--- config.mk ---
export PLATFORM = sky130hd
export DESIGN_NAME = mdio_mgmt_ctrl
export DESIGN_NICKNAME = d
export VERILOG_FILES = /design/src/rtl/mdio_mgmt_ctrl.sv
export SDC_FILE = /design/constraint.sdc
export NUM_CORES = 1
export LEC_CHECK = 0
export ABC_AREA = 1
export BUFFER_PORTS_ARGS = -buffer_cell sky130_fd_sc_hd__buf_2
export CORE_MARGIN = 2
export CORE_UTILIZATION = 30
export CTS_CLUSTER_DIAMETER = 100
export DETAILED_ROUTE_END_ITERATION = 8
export HOLD_SLACK_MARGIN = 0.06
export PLACE_DENSITY_LB_ADDON = 0.12
export SYNTH_ARGS = -nofsm -noshare
export SYNTH_HDL_FRONTEND = slang
export SYNTH_SLANG_ARGS = --single-unit
--- constraint.sdc ---
create_clock -name clk -period 2.3 [get_ports clk]
set_input_delay 0.115 -clock clk [delete_from_list [all_inputs] [get_ports clk]]
set_output_delay 0.115 -clock clk [all_outputs]
set_load 0.01 [all_outputs]
--- src/rtl/mdio_mgmt_ctrl.sv ---
module mdio_mgmt_ctrl #(
  parameter int POLL_UNIT = 1024
) (
  input  logic        clk,
  input  logic        rst_n,
  input  logic        cmd_go,
  input  logic [10:0] cmd_word,
  input  logic [15:0] wr_data,
  output logic        cmd_lock,
  output logic [15:0] data_reg,
  input  logic [3:0]  flag_clr,
  input  logic [3:0]  flag_mask,
  output logic [3:0]  flags,
  output logic        irq,
  input  logic        poll_en,
  input  logic [3:0]  poll_ival,
  input  logic [4:0]  poll_phy,
  output logic [15:0] poll_status,
  input  logic        mdc_en,
  input  logic [7:0]  mdc_ival,
  output logic        mdc_busy,
  output logic        mdc,
  output logic        mdio_o,
  output logic        mdio_oe,
  input  logic        mdio_i
);
  localparam int PCW = $clog2(16 * POLL_UNIT) + 1;

  logic          pend, busy, own_sw, fr_wr, ta_bad, seen;
  logic [10:0]   pcmd;
  logic [63:0]   sr;
  logic [5:0]    idx;
  logic [7:0]    hcnt;
  logic [15:0]   rx;
  logic [PCW-1:0] pcnt, plim;
  logic [3:0]    fset;

  function automatic logic [63:0] mk_frame(input logic wr, input logic [4:0] pa, input logic [4:0] ra,
                                           input logic [15:0] d);
    return {32'hFFFF_FFFF, 2'b01, wr ? 2'b01 : 2'b10, pa, ra, wr ? 2'b10 : 2'b11, wr ? d : 16'hFFFF};
  endfunction

  assign cmd_lock = pend | (busy & own_sw);
  assign mdc_busy = busy;
  assign mdio_o   = sr[63];
  assign mdio_oe  = busy && (fr_wr || idx < 6'd46);
  assign irq      = |(flags & flag_mask);
  assign plim     = PCW'((32'(poll_ival) + 32'd1) * 32'(POLL_UNIT) - 32'd1);

  wire accept     = cmd_go && !cmd_lock;
  wire tick       = busy && mdc_en && hcnt == mdc_ival;
  wire last       = tick && mdc && idx == 6'd63;
  wire poll_due   = poll_en && pcnt == plim;
  wire start_sw   = !busy && mdc_en && pend;
  wire start_poll = !busy && mdc_en && !pend && poll_due;

  always_comb begin
    fset    = '0;
    fset[0] = last && own_sw;
    fset[1] = last && own_sw && !fr_wr && ta_bad;
    fset[2] = last && !own_sw && !ta_bad && rx != poll_status;
    fset[3] = last && !own_sw && !ta_bad && !seen;
  end

  always_ff @(posedge clk or negedge rst_n) begin
    if (!rst_n) begin
      pend <= 1'b0; busy <= 1'b0; own_sw <= 1'b0; fr_wr <= 1'b0; ta_bad <= 1'b0; seen <= 1'b0;
      pcmd <= '0; sr <= '0; idx <= '0; hcnt <= '0; rx <= '0; pcnt <= '0; mdc <= 1'b0;
      data_reg <= '0; poll_status <= '0; flags <= '0;
    end else begin
      flags <= (flags & ~flag_clr) | fset;
      if (accept) begin
        pend <= 1'b1;
        pcmd <= cmd_word;
        if (cmd_word[10]) data_reg <= wr_data;
      end
      if (busy || !poll_en || pend) pcnt <= '0;
      else if (!poll_due)           pcnt <= pcnt + 1'b1;
      if (start_sw || start_poll) begin
        busy   <= 1'b1;
        own_sw <= start_sw;
        fr_wr  <= start_sw && pcmd[10];
        sr     <= start_sw ? mk_frame(pcmd[10], pcmd[9:5], pcmd[4:0], data_reg)
                           : mk_frame(1'b0, poll_phy, 5'd1, 16'h0000);
        idx    <= '0;
        hcnt   <= '0;
        mdc    <= 1'b0;
        ta_bad <= 1'b0;
        if (start_sw) pend <= 1'b0;
      end else if (busy && mdc_en) begin
        hcnt <= tick ? 8'd0 : hcnt + 8'd1;
      end
      if (tick) begin
        if (!mdc) begin
          mdc <= 1'b1;
          if (idx == 6'd47) ta_bad <= mdio_i;
          if (idx >= 6'd48) rx <= {rx[14:0], mdio_i};
        end else begin
          mdc <= 1'b0;
          if (idx == 6'd63) begin
            busy <= 1'b0;
            if (own_sw) begin
              if (!fr_wr && !ta_bad) data_reg <= rx;
            end else if (ta_bad) begin
              seen <= 1'b0;
            end else begin
              seen <= 1'b1;
              poll_status <= rx;
            end
          end else begin
            idx <= idx + 6'd1;
            sr  <= {sr[62:0], 1'b1};
          end
        end
      end
    end
  end
endmodule

# Word-level counts from Yosys, hierarchy flattened
# Index checks and enable logic that the tools add are counted.
op_classes:
  n_reduce_logical: 38
  addsub: 5
  n_eq_ne: 6
  n_lt_le_gt_ge: 2
  bitwise: 9
  n_mux: 39
op_table:
  columns: ["operator", "n"]
  rows:
  - ["$mux W64", 4]
  - ["$mux W16", 8]
  - ["$mux W15", 2]
  - ["$mux W30", 1]
  - ["$mux W6", 4]
  - ["$mux W8", 3]
  - ["$logic_and A1 B1 Y1", 20]
  - ["$mux W1", 16]
  - ["$ne A16 B16 Y1", 1]
  - ["$add A15 B1 Y15 const B", 1]
  - ["$eq A15 B15 Y1", 1]
  - ["$sub A15 B1 Y15 const B", 1]
  - ["$eq A6 B6 Y1 const B", 2]
  - ["$add A8 B1 Y8 const B", 1]
  - ["$and A4 B4 Y4", 2]
  - ["$eq A8 B8 Y1", 1]
  - ["$logic_not A1 Y1", 8]
  - ["$add A6 B1 Y6 const B", 1]
  - ["$ge A6 B6 Y1 const B", 1]
  - ["$lt A6 B6 Y1 const B", 1]
  - ["$add A4 B1 Y5 const B", 1]
  - ["$reduce_and A5 Y1", 1]
  - ["$logic_or A1 B1 Y1", 4]
  - ["$not A4 Y4", 1]
  - ["other kinds (10)", 13]
word_totals:
  regBits: 163
  elab_cells: 115

# Longest topological paths before layout
# Gate-level depths: netlist (run 1).
logic_depth:
  word_depth: 10
  depth_mapped: 15
  depth_no_buf: 14

# Worst setup path before layout (run 1)
# OpenSTA, ideal clock, no wires.
synth_timing:
  path_kind: "reg2reg"
  from: "reg pcnt[0]"
  to: "reg sr[28]"
  path_buffers: 1
  synth_period_minus_slack_ps: 1861
  path_stages_with_launch: 14
  path_slack_ps: 439
  required_ps: 2177
  arrival_ps: 1738
  cell_sequence: "dfrtp_1 ha_1 inv_1 nor2_2 nand2_2 nor2_2 nand2_1 nor2_2 nand4_4 nand3_2 buf_4 nand2_1 o21ai_0 nand2_1"
synth_via:
  elab_chain_cells: 8
synth_lines:
  columns: ["item", "line_no", "rtl"]
  rows:
  - ["start, declared", "35", "logic [PCW-1:0] pcnt, plim;"]
  - ["start signal, assigned", "78", "else if (!poll_due) pcnt <= pcnt + 1'b1;"]
  - ["$eq A15 B15 Y1 (*)", "53", "wire poll_due = poll_en && pcnt == plim;"]
  - ["$logic_and A1 B1 Y1 (*)", "53", null]
  - ["$logic_and A1 B1 Y1 (*)", "55", "wire start_poll = !busy && mdc_en && !pend && poll_due;"]
  - ["$logic_or A1 B1 Y1 (*)", "79", "if (start_sw || start_poll) begin"]
  - ["$mux W64 (*)", "79", null]
  - ["$mux W64", "100", "if (idx == 6'd63) begin"]
  - ["$mux W64", "94", "if (!mdc) begin"]
  - ["$mux W64 (*)", "93", "if (tick) begin"]
  - ["end signal, assigned", "83", "sr <= start_sw ? mk_frame(pcmd[10], pcmd[9:5], pcmd[4:0], data_reg)"]
  - ["end signal, assigned", "112", "sr <= {sr[62:0], 1'b1};"]
  - ["end, declared", "31", "logic [63:0] sr;"]
# Mark *: on every way between the ends. The rest lies on a longest branch, timed or not.
# A chain may end at the register's enable or synchronous reset.

# Worst setup path after layout (run 1)
layout_timing:
  from: "reg pcnt[0]"
  to: "reg sr[5]"
# Same word-level chain as after synthesis.

==> Flow_metrics.wiki, run 1 <==
{| class="wikitable"
! Metric !! Value
|-
| Status || complete, no violations
|-
| Startpoint of the most critical hold path || cmd_word[10]
|-
| Setup slack, reg-to-reg || 0.23 ns
|-
| Clock tree from TritonCTS || yes
|-
| FF+latch count, synth || 163
|-
| End-of-flow core utilization || 37.4%
|-
| Die ar. || 28300 µm²
|-
| Final antenna diode count || 0
|-
| Die boundary width || 168 µm
|-
| Die Y || 168 µm
|-
| FF-to-FF Start || pcnt[0]
|-
| Longest Clk Path Bufs || 2
|-
| Clock input transition at the sequential cells of the worst setup and hold paths || 0.07 ns
|-
| Effective utilization at floorplan || 30.3%
|-
| Distinct cells, synth || 43
|-
| Summed instance area of the synthesized netlist || 8090 µm²
|-
| Register with the most flip-flops || sr
|-
| Kind of start point of the critical path || register
|-
| Highest clock rate || 484 MHz
|-
| Slowest-stage cell, CP || sky130_fd_sc_hd__dfrtp_1
|-
| Final routed wire length divided by cell count || 13.7 µm
|-
| Vias after detailed routing || 6462
|-
| Number of flops mapped to enable cells by yosys || 0
|-
| Number of buffers added on ports || 99
|-
| Cell row count || 60
|-
| RSZ-0062 raised after global routing || no
|-
| Sum of internal, switching and leakage power || 8.94 mW
|-
| Sum Neg Setup Slack || 0 ns
|-
| Initial drt markers || 350
|-
| Largest net degree at the start of global routing || 54
|-
| Crit-path max FO || 15
|-
| Crit path top cell by count || sky130_fd_sc_hd__nor2_2
|-
| Count of mapped cells out of synthesis || 950
|-
| Buffer type at the clock tree root || sky130_fd_sc_hd__clkbuf_16
|-
| Share of total power in the clock network || 32.0%
|-
| Total count of max-transition violations in the final report || 0
|-
| Predominant post-synthesis flop cell || sky130_fd_sc_hd__dfrtp_1
|-
| Clock Skews || 0.0122 ns
|-
| Number of max-cap violations || 0
|-
| Syn_nets || 1013
|-
| Area share of the largest cell type after synthesis || 50.4%
|-
| Number of cells on the worst hold path || 3
|-
| Critical path data required time || 2.62 ns
|-
| Setup-failing EPs final || 0
|-
| Top cell types by occurrence after synthesis || sky130_fd_sc_hd__nand2_1 (233), sky130_fd_sc_hd__dfrtp_1 (163), sky130_fd_sc_hd__inv_1 (142), sky130_fd_sc_hd__nand3_1 (84), sky130_fd_sc_hd__o21ai_0 (46)
|-
| Actual transition at the worst max-transition pin || 0.463 ns
|-
| Worst hold margin || 0.0928 ns
|-
| Final clock period utilization by the worst path || 89.9%
|-
| Layout filler cell count || 2775
|-
| Combinational group share of total power || 22.8%
|-
| Area of placed instances || 9070 µm²
|-
| H-tree depth || 4
|-
| Cell depth of the worst flop-to-flop path || 13
|-
| Headroom to the max-slew limit || 69.1%
|-
| Worst Hold End || pcmd[10]
|-
| Proportion of layout cells with a drive suffix above 1 || 20.0%
|-
| Cells along the critical path || ha_1 -> inv_1 -> nor2_2 -> nand2_2 -> nor2_2 -> nand2_1 -> nor2_2 -> nand4_4 -> buf_4 -> nand3_1 -> nand3_1 -> nand2_1 -> inv_1
|-
| Avg Cell Area, Syn || 8.51 µm²
|-
| Net count reported at finish || 1153
|-
| Vias per Instance || 4.48
|-
| Clock latency at the later pin of the worst-skew pair || 0.42 ns
|-
| Hold WC Path Type || in2reg
|-
| Power density over the cells || 894 nW/µm²
|-
| Seq/Total Area, Yosys || 50.4%
|-
| Total internal power || 6.05 mW
|-
| Post-CTS Setup Inserts || 0
|-
| Number of clock sinks || 163
|-
| Net switching fraction of the power || 32.4%
|-
| WL final || 19.8 mm
|-
| Critical Setup Path Class || reg2reg
|-
| P&R area growth vs syn || 23.8%
|-
| Crit end category || register
|-
| Fraction of registers with async set or reset after synthesis || 100%
|-
| Core outline area || 26700 µm²
|-
| Fin crit period || 2.07 ns
|-
| # IOs || 100
|-
| Number of antenna violations at the first check in global routing || 0
|-
| Number of warnings printed during yosys synthesis || 0
|-
| Final Hold Viols || 0
|-
| Post-detail-place hpwl || 13.7 mm
|-
| Net switching power of the design || 2.90 mW
|-
| First drt pass iteration count || 6
|-
| Terminus of the critical flop-to-flop path || sr[5]
|-
| Detail Route Antenna Nets || 0
|-
| Data arrival time of the critical path || 2.38 ns
|-
| Number of global-route vias before repair || 6352
|-
| DRC Markers || 0
|-
| Number of flip-flops in the largest register || 64
|-
| Fraction of power consumed by sequential logic || 45.2%
|-
| Number of buffers created by CTS || 17
|-
| Total global routing track utilization || 14.7%
|-
| Leakage || 4.84 nW
|-
| IR drop worst, VDD || 528 µV
|-
| Most area-hungry cell type in the Yosys netlist || sky130_fd_sc_hd__dfrtp_1
|-
| Cells taking the most area after synthesis || sky130_fd_sc_hd__dfrtp_1 (50%), sky130_fd_sc_hd__nand2_1 (11%), sky130_fd_sc_hd__inv_1 (6.6%)
|-
| Final design area excluding fillers || 10000 µm²
|-
| Global-route wire length before repair || 33.3 mm
|-
| Final estimated routing congestion in global placement || 0.793
|-
| Aggregate global routing overflow || 0
|-
| Dominant cell by count in the synthesized netlist || sky130_fd_sc_hd__nand2_1
|-
| Largest stage delay on the critical path || 0.38 ns
|}
[worst max path at each step]
stage / start / endpoint / slack, ns / depth (start not counted)
2_1_floorplan: pcnt[0] / sr[28] / 0.44 / 13
3_3_place_gp: hcnt[2] / data_reg[12] / 0.19 / 10
3_5_place_dp: pcnt[0] / hcnt[4] / 0.16 / 12
4_1_cts: pcnt[0] / hcnt[1] / 0.14 / 12
5_1_grt: pcnt[0] / sr[2] / 0.004 / 13
6_report: pcnt[0] / sr[5] / 0.23 / 13
[metal layers]
metal	part of all wire (%)	GRT usage, %	up-vias
li1	-	-	3324
met1	53	22.2	3016
met2	42	21.5	106
met3	2.8	2.49	16
met4	1.3	4.31	0
met5	0	0	-
[kinds of logic (layout without fill, tap and decap cells)]
group	count (synthesis)	in the layout	share of synthesized area [%]
XOR/XNOR	31	31	3.36
adder cells (fa/ha/maj)	5	5	0.774
AO/OA/AOI/OAI	134	134	9.83
AND/OR/NAND/NOR	421	421	24.2
flip-flops	163	163	50.4
buffers and inverters	179	332	9.01
multiplexers	17	17	2.37
[layout make-up]
type | count | area (µm²) | share of cell area (%)
Clock inverter | 14 | 140 | 1.40
Tap cell | 341 | 427 | 4.26
Inverter | 146 | 548 | 5.48
Clock buffer | 18 | 439 | 4.39
Sequential cell | 163 | 4080 | 40.8
Timing Repair Buffer | 154 | 1070 | 10.7
Multi-Input combinational cell | 608 | 3300 | 33.0
[power groups by stage]
stage               sequential, mW  clock, mW  combinational (mW)
floorplan                     4.00          0                1.35
global placement              4.10          0                1.99
detailed placement            4.09          0                2.01
CTS                           4.05       2.93                2.07
global route                  4.14       3.05                2.37
finish                        4.04       2.86                2.04
[worst max-delay path: cells and delay by family, from the launching register on]
kind | cells | cell delay, ns
buf+inv | 3 | 0.36
fa+ha+maj | 1 | 0.23
simple gates | 9 | 0.96
flops | 1 | 0.38
[per-stage QoR]
stage | setup WS, ns | instances
after floorplan | 0.439 | 950
after global placement | 0.192 | 1379
after CTS | 0.140 | 1444
final | 0.233 | 1444
after global routing | 0.00404 | 1444
after detailed placement | 0.155 | 1379
[layout by cell type (no fill, tap or decap), types with 17 or more instances in the layout]
cell type / n
sky130_fd_sc_hd__dfrtp_1: 163
sky130_fd_sc_hd__xor2_1: 21
sky130_fd_sc_hd__buf_2: 98
sky130_fd_sc_hd__nor2_1: 34
sky130_fd_sc_hd__o21ai_1: 18
sky130_fd_sc_hd__or2_0: 17
sky130_fd_sc_hd__inv_1: 142
sky130_fd_sc_hd__dlygate4sd3_1: 33
sky130_fd_sc_hd__nand3_1: 83
sky130_fd_sc_hd__clkbuf_16: 17
sky130_fd_sc_hd__o22ai_1: 38
sky130_fd_sc_hd__nand2_1: 233
sky130_fd_sc_hd__mux2_2: 17
sky130_fd_sc_hd__o21ai_0: 46
[timing repair]
action                                  4_1_cts  5_1_grt
endpoints found under the setup margin        0       21
gates resized for setup                       0        3
hold endpoints to repair                     99        0
hold buffers                                 33        0
Power figures use the tool's default switching activity.
==> inputs of run 2 (changes only) <==
Settings changed: CELL_PAD_IN_SITES_DETAIL_PLACEMENT set to 0, CELL_PAD_IN_SITES_GLOBAL_PLACEMENT set to 1.
==> run 2 against run 1 <==
  * Sequential power about the same
  * Worst setup slack worse by 0.033 ns
  * Non-clock buffer count up 2
  * Clock-buffer cell count did not move
  * Core utilization rose by 0.084 points
  * Register-to-register slack lost 0.03 ns
  * Worst hold slack got worse by 0.022 ns
  * First-iteration DRC count decreased by 17%
  * Critical endpoint is now pcnt[10]
==> Flow_metrics.wiki, run 2 (synthesis results as in run 1) <==
{| class="wikitable"
! Metric !! Value
|-
| Buffer type at the clock tree root || sky130_fd_sc_hd__clkbuf_16
|-
| Combinational group share of total power || 22.7%
|-
| Number of buffers created by CTS || 17
|-
| Vias after detailed routing || 6484
|-
| DP Worst Slack || 0.168 ns
|-
| Clock Skews || 0.0110 ns
|-
| H-tree depth || 4
|-
| Leakage || 4.88 nW
|-
| Sum Neg Setup Slack || 0 ns
|-
| Cell row count || 60
|-
| Net switching power of the design || 2.98 mW
|-
| Number of antenna violations at the first check in global routing || 1
|-
| Area of the multi-input gates || 3290 µm²
|-
| Power density over the cells || 903 nW/µm²
|-
| Fin crit period || 2.10 ns
|-
| Worst hold margin || 0.0711 ns
|-
| Post-detail-place hpwl || 15.1 mm
|-
| Register with the most flip-flops || sr
|-
| Global-route wire length before repair || 35.8 mm
|-
| Die boundary width || 168 µm
|-
| Die Y || 168 µm
|-
| P&R area growth vs syn || 24.0%
|-
| Final clock period utilization by the worst path || 91.3%
|-
| Clock latency at the later pin of the worst-skew pair || 0.43 ns
|-
| Total count of max-transition violations in the final report || 0
|-
| Die ar. || 28300 µm²
|-
| Routed met2 length || 9.39 mm
|-
| Critical Setup Path Class || reg2reg
|-
| Core outline area || 26700 µm²
|-
| Final Hold Viols || 0
|-
| # placed instances || 1382
|-
| Final estimated routing congestion in global placement || 0.774
|-
| Total global routing track utilization || 15.9%
|-
| Proportion of layout cells with a drive suffix above 1 || 20.2%
|-
| Post-CTS Setup Inserts || 0
|-
| Clock input transition at the sequential cells of the worst setup and hold paths || 0.07 ns
|-
| Crit end category || register
|-
| Initial drt markers || 292
|-
| First drt pass iteration count || 4
|-
| Number of buffers added on ports || 99
|-
| Final design area excluding fillers || 10000 µm²
|-
| Met3 Wirelength || 891 µm
|-
| Net switching fraction of the power || 32.9%
|-
| Aggregate global routing overflow || 0
|-
| # IOs || 100
|-
| Storage element area || 4080 µm²
|-
| Fraction of power consumed by sequential logic || 44.8%
|-
| Commonest cells after routing, fill and taps aside || sky130_fd_sc_hd__nand2_1 (233), sky130_fd_sc_hd__dfrtp_1 (163), sky130_fd_sc_hd__inv_1 (142)
|-
| Detail Route Antenna Nets || 0
|-
| Area of placed instances || 9090 µm²
|-
| Number of clock sinks || 163
|-
| IR drop worst, VDD || 470 µV
|-
| Met1 Routed Length || 10.9 mm
|-
| End-of-flow core utilization || 37.5%
|-
| Most common library cell in the layout ignoring fill and taps || sky130_fd_sc_hd__nand2_1
|-
| Number of max-cap violations || 0
|-
| Number of standard cells in the layout, taps in and fillers out || 1447
|-
| WL final || 21.4 mm
|-
| Highest signal layer in the routed design || met4
|-
| Actual transition at the worst max-transition pin || 0.459 ns
|-
| Headroom to the max-slew limit || 69.4%
|-
| Number of global-route vias before repair || 6547
|-
| Final routed wire length divided by cell count || 14.8 µm
|-
| Setup-failing EPs final || 0
|-
| Critical path data required time || 2.66 ns
|-
| Net count reported at finish || 1155
|-
| Post-route worst setup slack || 0.200 ns
|-
| Vias per Instance || 4.48
|-
| Total internal power || 6.08 mW
|-
| Data arrival time of the critical path || 2.46 ns
|-
| Hold WC Path Type || in2reg
|-
| Largest net degree at the start of global routing || 43
|-
| DRC Markers || 0
|-
| Number of flip-flops in the largest register || 64
|-
| Highest clock rate || 476 MHz
|-
| Sum of internal, switching and leakage power || 9.05 mW
|-
| RSZ-0062 raised after global routing || no
|-
| Share of total power in the clock network || 32.5%
|-
| Longest Clk Path Bufs || 2
|-
| Layout filler cell count || 2849
|-
| Clock tree from TritonCTS || yes
|-
| Crit-path max FO || 8
|-
| Effective utilization at floorplan || 30.3%
|-
| Status || complete, no violations
|-
| Kind of start point of the critical path || register
|}
-- run 2: area by class of cell --
cell class / count / share of cell area, %
flip-flops and latches: 163 / 40.7
multi-input cells: 608 / 32.8
repair buffers: 156 / 10.7
inverters: 146 / 5.46
clock buffers: 18 / 4.38
well taps: 341 / 4.25
clock inverters: 14 / 1.67
diodes: 1 / 0.0250
-- run 2: worst max-delay path, stage by stage (launching register included) --
cell and delay (ns):
sky130_fd_sc_hd__dfrtp_1 0.38, sky130_fd_sc_hd__ha_1 0.22, sky130_fd_sc_hd__inv_1 0.06, sky130_fd_sc_hd__nor2_2 0.14, sky130_fd_sc_hd__nand2_2 0.08, sky130_fd_sc_hd__nor2_2 0.08, sky130_fd_sc_hd__nand2_1 0.06, sky130_fd_sc_hd__nor2_2 0.16
sky130_fd_sc_hd__nand3_1 0.30, sky130_fd_sc_hd__nor2_1 0.28, sky130_fd_sc_hd__nor2_1 0.09, sky130_fd_sc_hd__nand2_1 0.06, sky130_fd_sc_hd__nand2_1 0.05, sky130_fd_sc_hd__nor2_1 0.08
-- run 2: final timing paths --
| path | end | cells past startpoint | slack [ns] | from |
|---|---|---|---|---|
| worst max-delay path | pcnt[10] | 13 | 0.20 | pcnt[0] |
| max in group asynchronous | sr[1] | 3 | 1.42 | rst_n |
| min in group asynchronous | poll_status[6] | 2 | 0.18 | rst_n |
| worst min register to register | sr[20] | 2 | 0.48 | sr[20] |
| worst min-delay path | data_reg[14] | 4 | 0.07 | wr_data[14] |
| worst max register to register | pcnt[10] | 13 | 0.20 | pcnt[0] |
-- run 2: repair_timing --
action | in CTS | in global routing
setup endpoints to repair | 0 | 16
hold buffers | 32 | 0
gates resized for setup | 0 | 1
hold endpoints to repair | 133 | 0
-- run 2: per-layer routing --
| metal | track usage [%] | up-vias |
|---|---|---|
| met5 | 0 | - |
| met2 | 25.0 | 114 |
| met3 | 3.41 | 14 |
| met1 | 22.6 | 3025 |
| li1 | - | 3331 |
| met4 | 3.75 | 0 |
-- run 2: power groups by stage --
stage	clock, mW	combinational (mW)	sequential [mW]
floorplan	0	1.35	4.00
finish	2.94	2.06	4.05
CTS	3.03	2.09	4.05
global placement	0	2.01	4.11
global route	3.17	2.38	4.15
detailed placement	0	2.03	4.10
==> inputs of run 3 (changes only) <==
Settings changed: CORE_UTILIZATION 30 to 35.
==> run 3 against run 2 <==
  * Sequential power barely moved
  * Core utilization rose by 6.2 points
  * Sequential cell count did not move
  * Largest cell class unchanged
  * Largest power group unchanged
==> Flow_metrics.wiki, run 3 (synthesis results as in run 1) <==
{| class="wikitable"
! Metric !! Value
|-
| Status || complete, no violations
|-
| Area of the multi-input gates || 3290 µm²
|-
| Layout filler cell count || 2302
|-
| Die boundary width || 156 µm
|-
| Number of cells on the worst hold path || 7
|-
| Leakage || 4.82 nW
|-
| Cell depth of the worst flop-to-flop path || 10
|-
| P&R area growth vs syn || 22.3%
|-
| Clock tree from TritonCTS || yes
|-
| Count of buffer and inverter cells on the critical path || 0
|-
| Proportion of layout cells with a drive suffix above 1 || 20.1%
|-
| Kind of start point of the critical path || register
|-
| Post-CTS Setup Inserts || 0
|-
| H-tree depth || 4
|-
| Aggregate global routing overflow || 0
|-
| Cell row count || 55
|-
| Highest clock rate || 482 MHz
|-
| Number of global-route vias before repair || 6351
|-
| Global-route wire length before repair || 32.9 mm
|-
| Die Y || 156 µm
|-
| IR drop worst, VDD || 410 µV
|-
| RSZ-0062 raised after global routing || no
|-
| Crit end category || register
|-
| Die ar. || 24300 µm²
|-
| Clock input transition at the sequential cells of the worst setup and hold paths || 0.07 ns
|-
| Setup-failing EPs final || 0
|-
| DRC Markers || 0
|-
| Fin crit period || 2.07 ns
|-
| Commonest cells after routing, fill and taps aside || sky130_fd_sc_hd__nand2_1 (233), sky130_fd_sc_hd__dfrtp_1 (163), sky130_fd_sc_hd__inv_1 (141)
|-
| Sum Neg Setup Slack || 0 ns
|-
| # placed instances || 1322
|-
| Headroom to the max-slew limit || 63.8%
|-
| First drt pass iteration count || 6
|-
| Largest net degree at the start of global routing || 78
|-
| WL final || 19.7 mm
|-
| Cells along the critical path || xnor2_1 -> nand3_1 -> nor3_2 -> nand2_4 -> nor2_8 -> nand2_4 -> nor2_4 -> nand2_4 -> nand2_1 -> o21ai_2
|-
| Total count of max-transition violations in the final report || 0
|-
| Actual transition at the worst max-transition pin || 0.543 ns
|-
| Cell class contributing the biggest share of worst-path delay || simple AND/OR/NAND/NOR gates
|-
| Net count reported at finish || 1152
|-
| Effective utilization at floorplan || 35.7%
|-
| Final antenna diode count || 0
|-
| Total number of cells along the worst setup path || 10
|-
| Final estimated routing congestion in global placement || 0.816
|-
| Core outline area || 22600 µm²
|-
| Hold WC Path Type || in2reg
|-
| Power density over the cells || 894 nW/µm²
|-
| Clock latency at the later pin of the worst-skew pair || 0.43 ns
|-
| Register with the most flip-flops || sr
|-
| Number of clock sinks || 163
|-
| Final clock period utilization by the worst path || 90.2%
|-
| Vias per Instance || 4.63
|-
| Detail Route Antenna Nets || 0
|-
| Number of standard cells in the layout, taps in and fillers out || 1386
|-
| Total global routing track utilization || 17.1%
|-
| Vias after detailed routing || 6415
|-
| Final routed wire length divided by cell count || 14.2 µm
|-
| Storage element area || 4080 µm²
|-
| Most common library cell in the layout ignoring fill and taps || sky130_fd_sc_hd__nand2_1
|-
| Number of buffers created by CTS || 17
|-
| Crit-path max FO || 32
|-
| Clock Skews || 0.0138 ns
|-
| Critical path data required time || 2.61 ns
|-
| Longest Clk Path Bufs || 2
|-
| Number of antenna violations at the first check in global routing || 1
|-
| Slowest-stage cell, CP || sky130_fd_sc_hd__dfrtp_1
|-
| Initial drt markers || 379
|-
| Critical Setup Path Class || reg2reg
|-
| Final Hold Viols || 0
|-
| Post-detail-place hpwl || 13.8 mm
|-
| Setup slack, reg-to-reg || 0.23 ns
|-
| Buffer type at the clock tree root || sky130_fd_sc_hd__clkbuf_16
|-
| Number of buffers added on ports || 99
|-
| Largest stage delay on the critical path || 0.44 ns
|-
| Crit path top cell by count || sky130_fd_sc_hd__nand2_4
|-
| Number of max-cap violations || 0
|-
| # IOs || 100
|-
| Data arrival time of the critical path || 2.39 ns
|-
| Number of flip-flops in the largest register || 64
|}
run 3: changes by cell type in the layout (fill, tap and decap cells not counted), moves of 2 or more:
| cell | delta |
|---|---|
| sky130_fd_sc_hd__buf_4 | -4 |
| sky130_fd_sc_hd__inv_8 | -2 |
| sky130_fd_sc_hd__inv_6 | +2 |
| sky130_fd_sc_hd__clkinvlp_4 | +4 |
| sky130_fd_sc_hd__clkinv_8 | -2 |
run 3: per-stage QoR:
step | hold slack [ns] | area, µm² | setup slack (ns) | utilization, % | total power [mW]
6_report | 0.0949 | 9890 | 0.226 | 43.7 | 8.84
5_1_grt | 0.153 | 9890 | 0.0113 | 43.7 | 9.45
4_1_cts | 0.0887 | 9870 | 0.0858 | 43.6 | 8.97
3_5_place_dp | 0.119 | 8970 | 0.104 | 39.6 | 6.09
3_3_place_gp | 0.121 | 8970 | 0.163 | 39.6 | 6.08
2_1_floorplan | -0.181 | 8090 | 0.439 | - | 5.35
run 3: worst paths after layout:
path / endpoint / from
worst max register to register: data_reg[6] / hcnt[6]
worst min-delay path: sr[23] / poll_phy[0]
min in group asynchronous: pcmd[8] / rst_n
max in group asynchronous: idx[2] / rst_n
worst max-delay path: data_reg[6] / hcnt[6]
worst min register to register: pcmd[7] / pcmd[7]
run 3: layout make-up:
type	count	area share, %
clock buffer	17	4.30
sequential	163	41.2
multi-input combinational	608	33.3
clock inverter	14	1.45
timing repair buffer	153	10.6
tap	285	3.61
inverter	146	5.58
run 3: timing repair:
item	4_1_cts	5_1_grt
hold buffers	33	0
gates resized for setup	0	5
setup endpoints to repair	0	12
endpoints found under the hold margin	90	0
run 3: power by group:
part,switching (mW),internal (mW)
Sequential,0.476,3.57
Combinational,1.09,0.914
Clock,1.27,1.52
Total,2.84,6.00
run 3: tightest hold or removal path: cells and delay by family:
family	cells	cell delay (ns)
simple gates	5	0.27
buf+inv	2	0.11
run 3: layer usage:
layer / routed length, µm / vias up / track usage (%)
met5: 8 / - / 0
met3: 516 / 30 / 3.06
met1: 9770 / 2979 / 23.8
met2: 8960 / 83 / 26.7
met4: 431 / 2 / 6.16
li1: - / 3321 / -
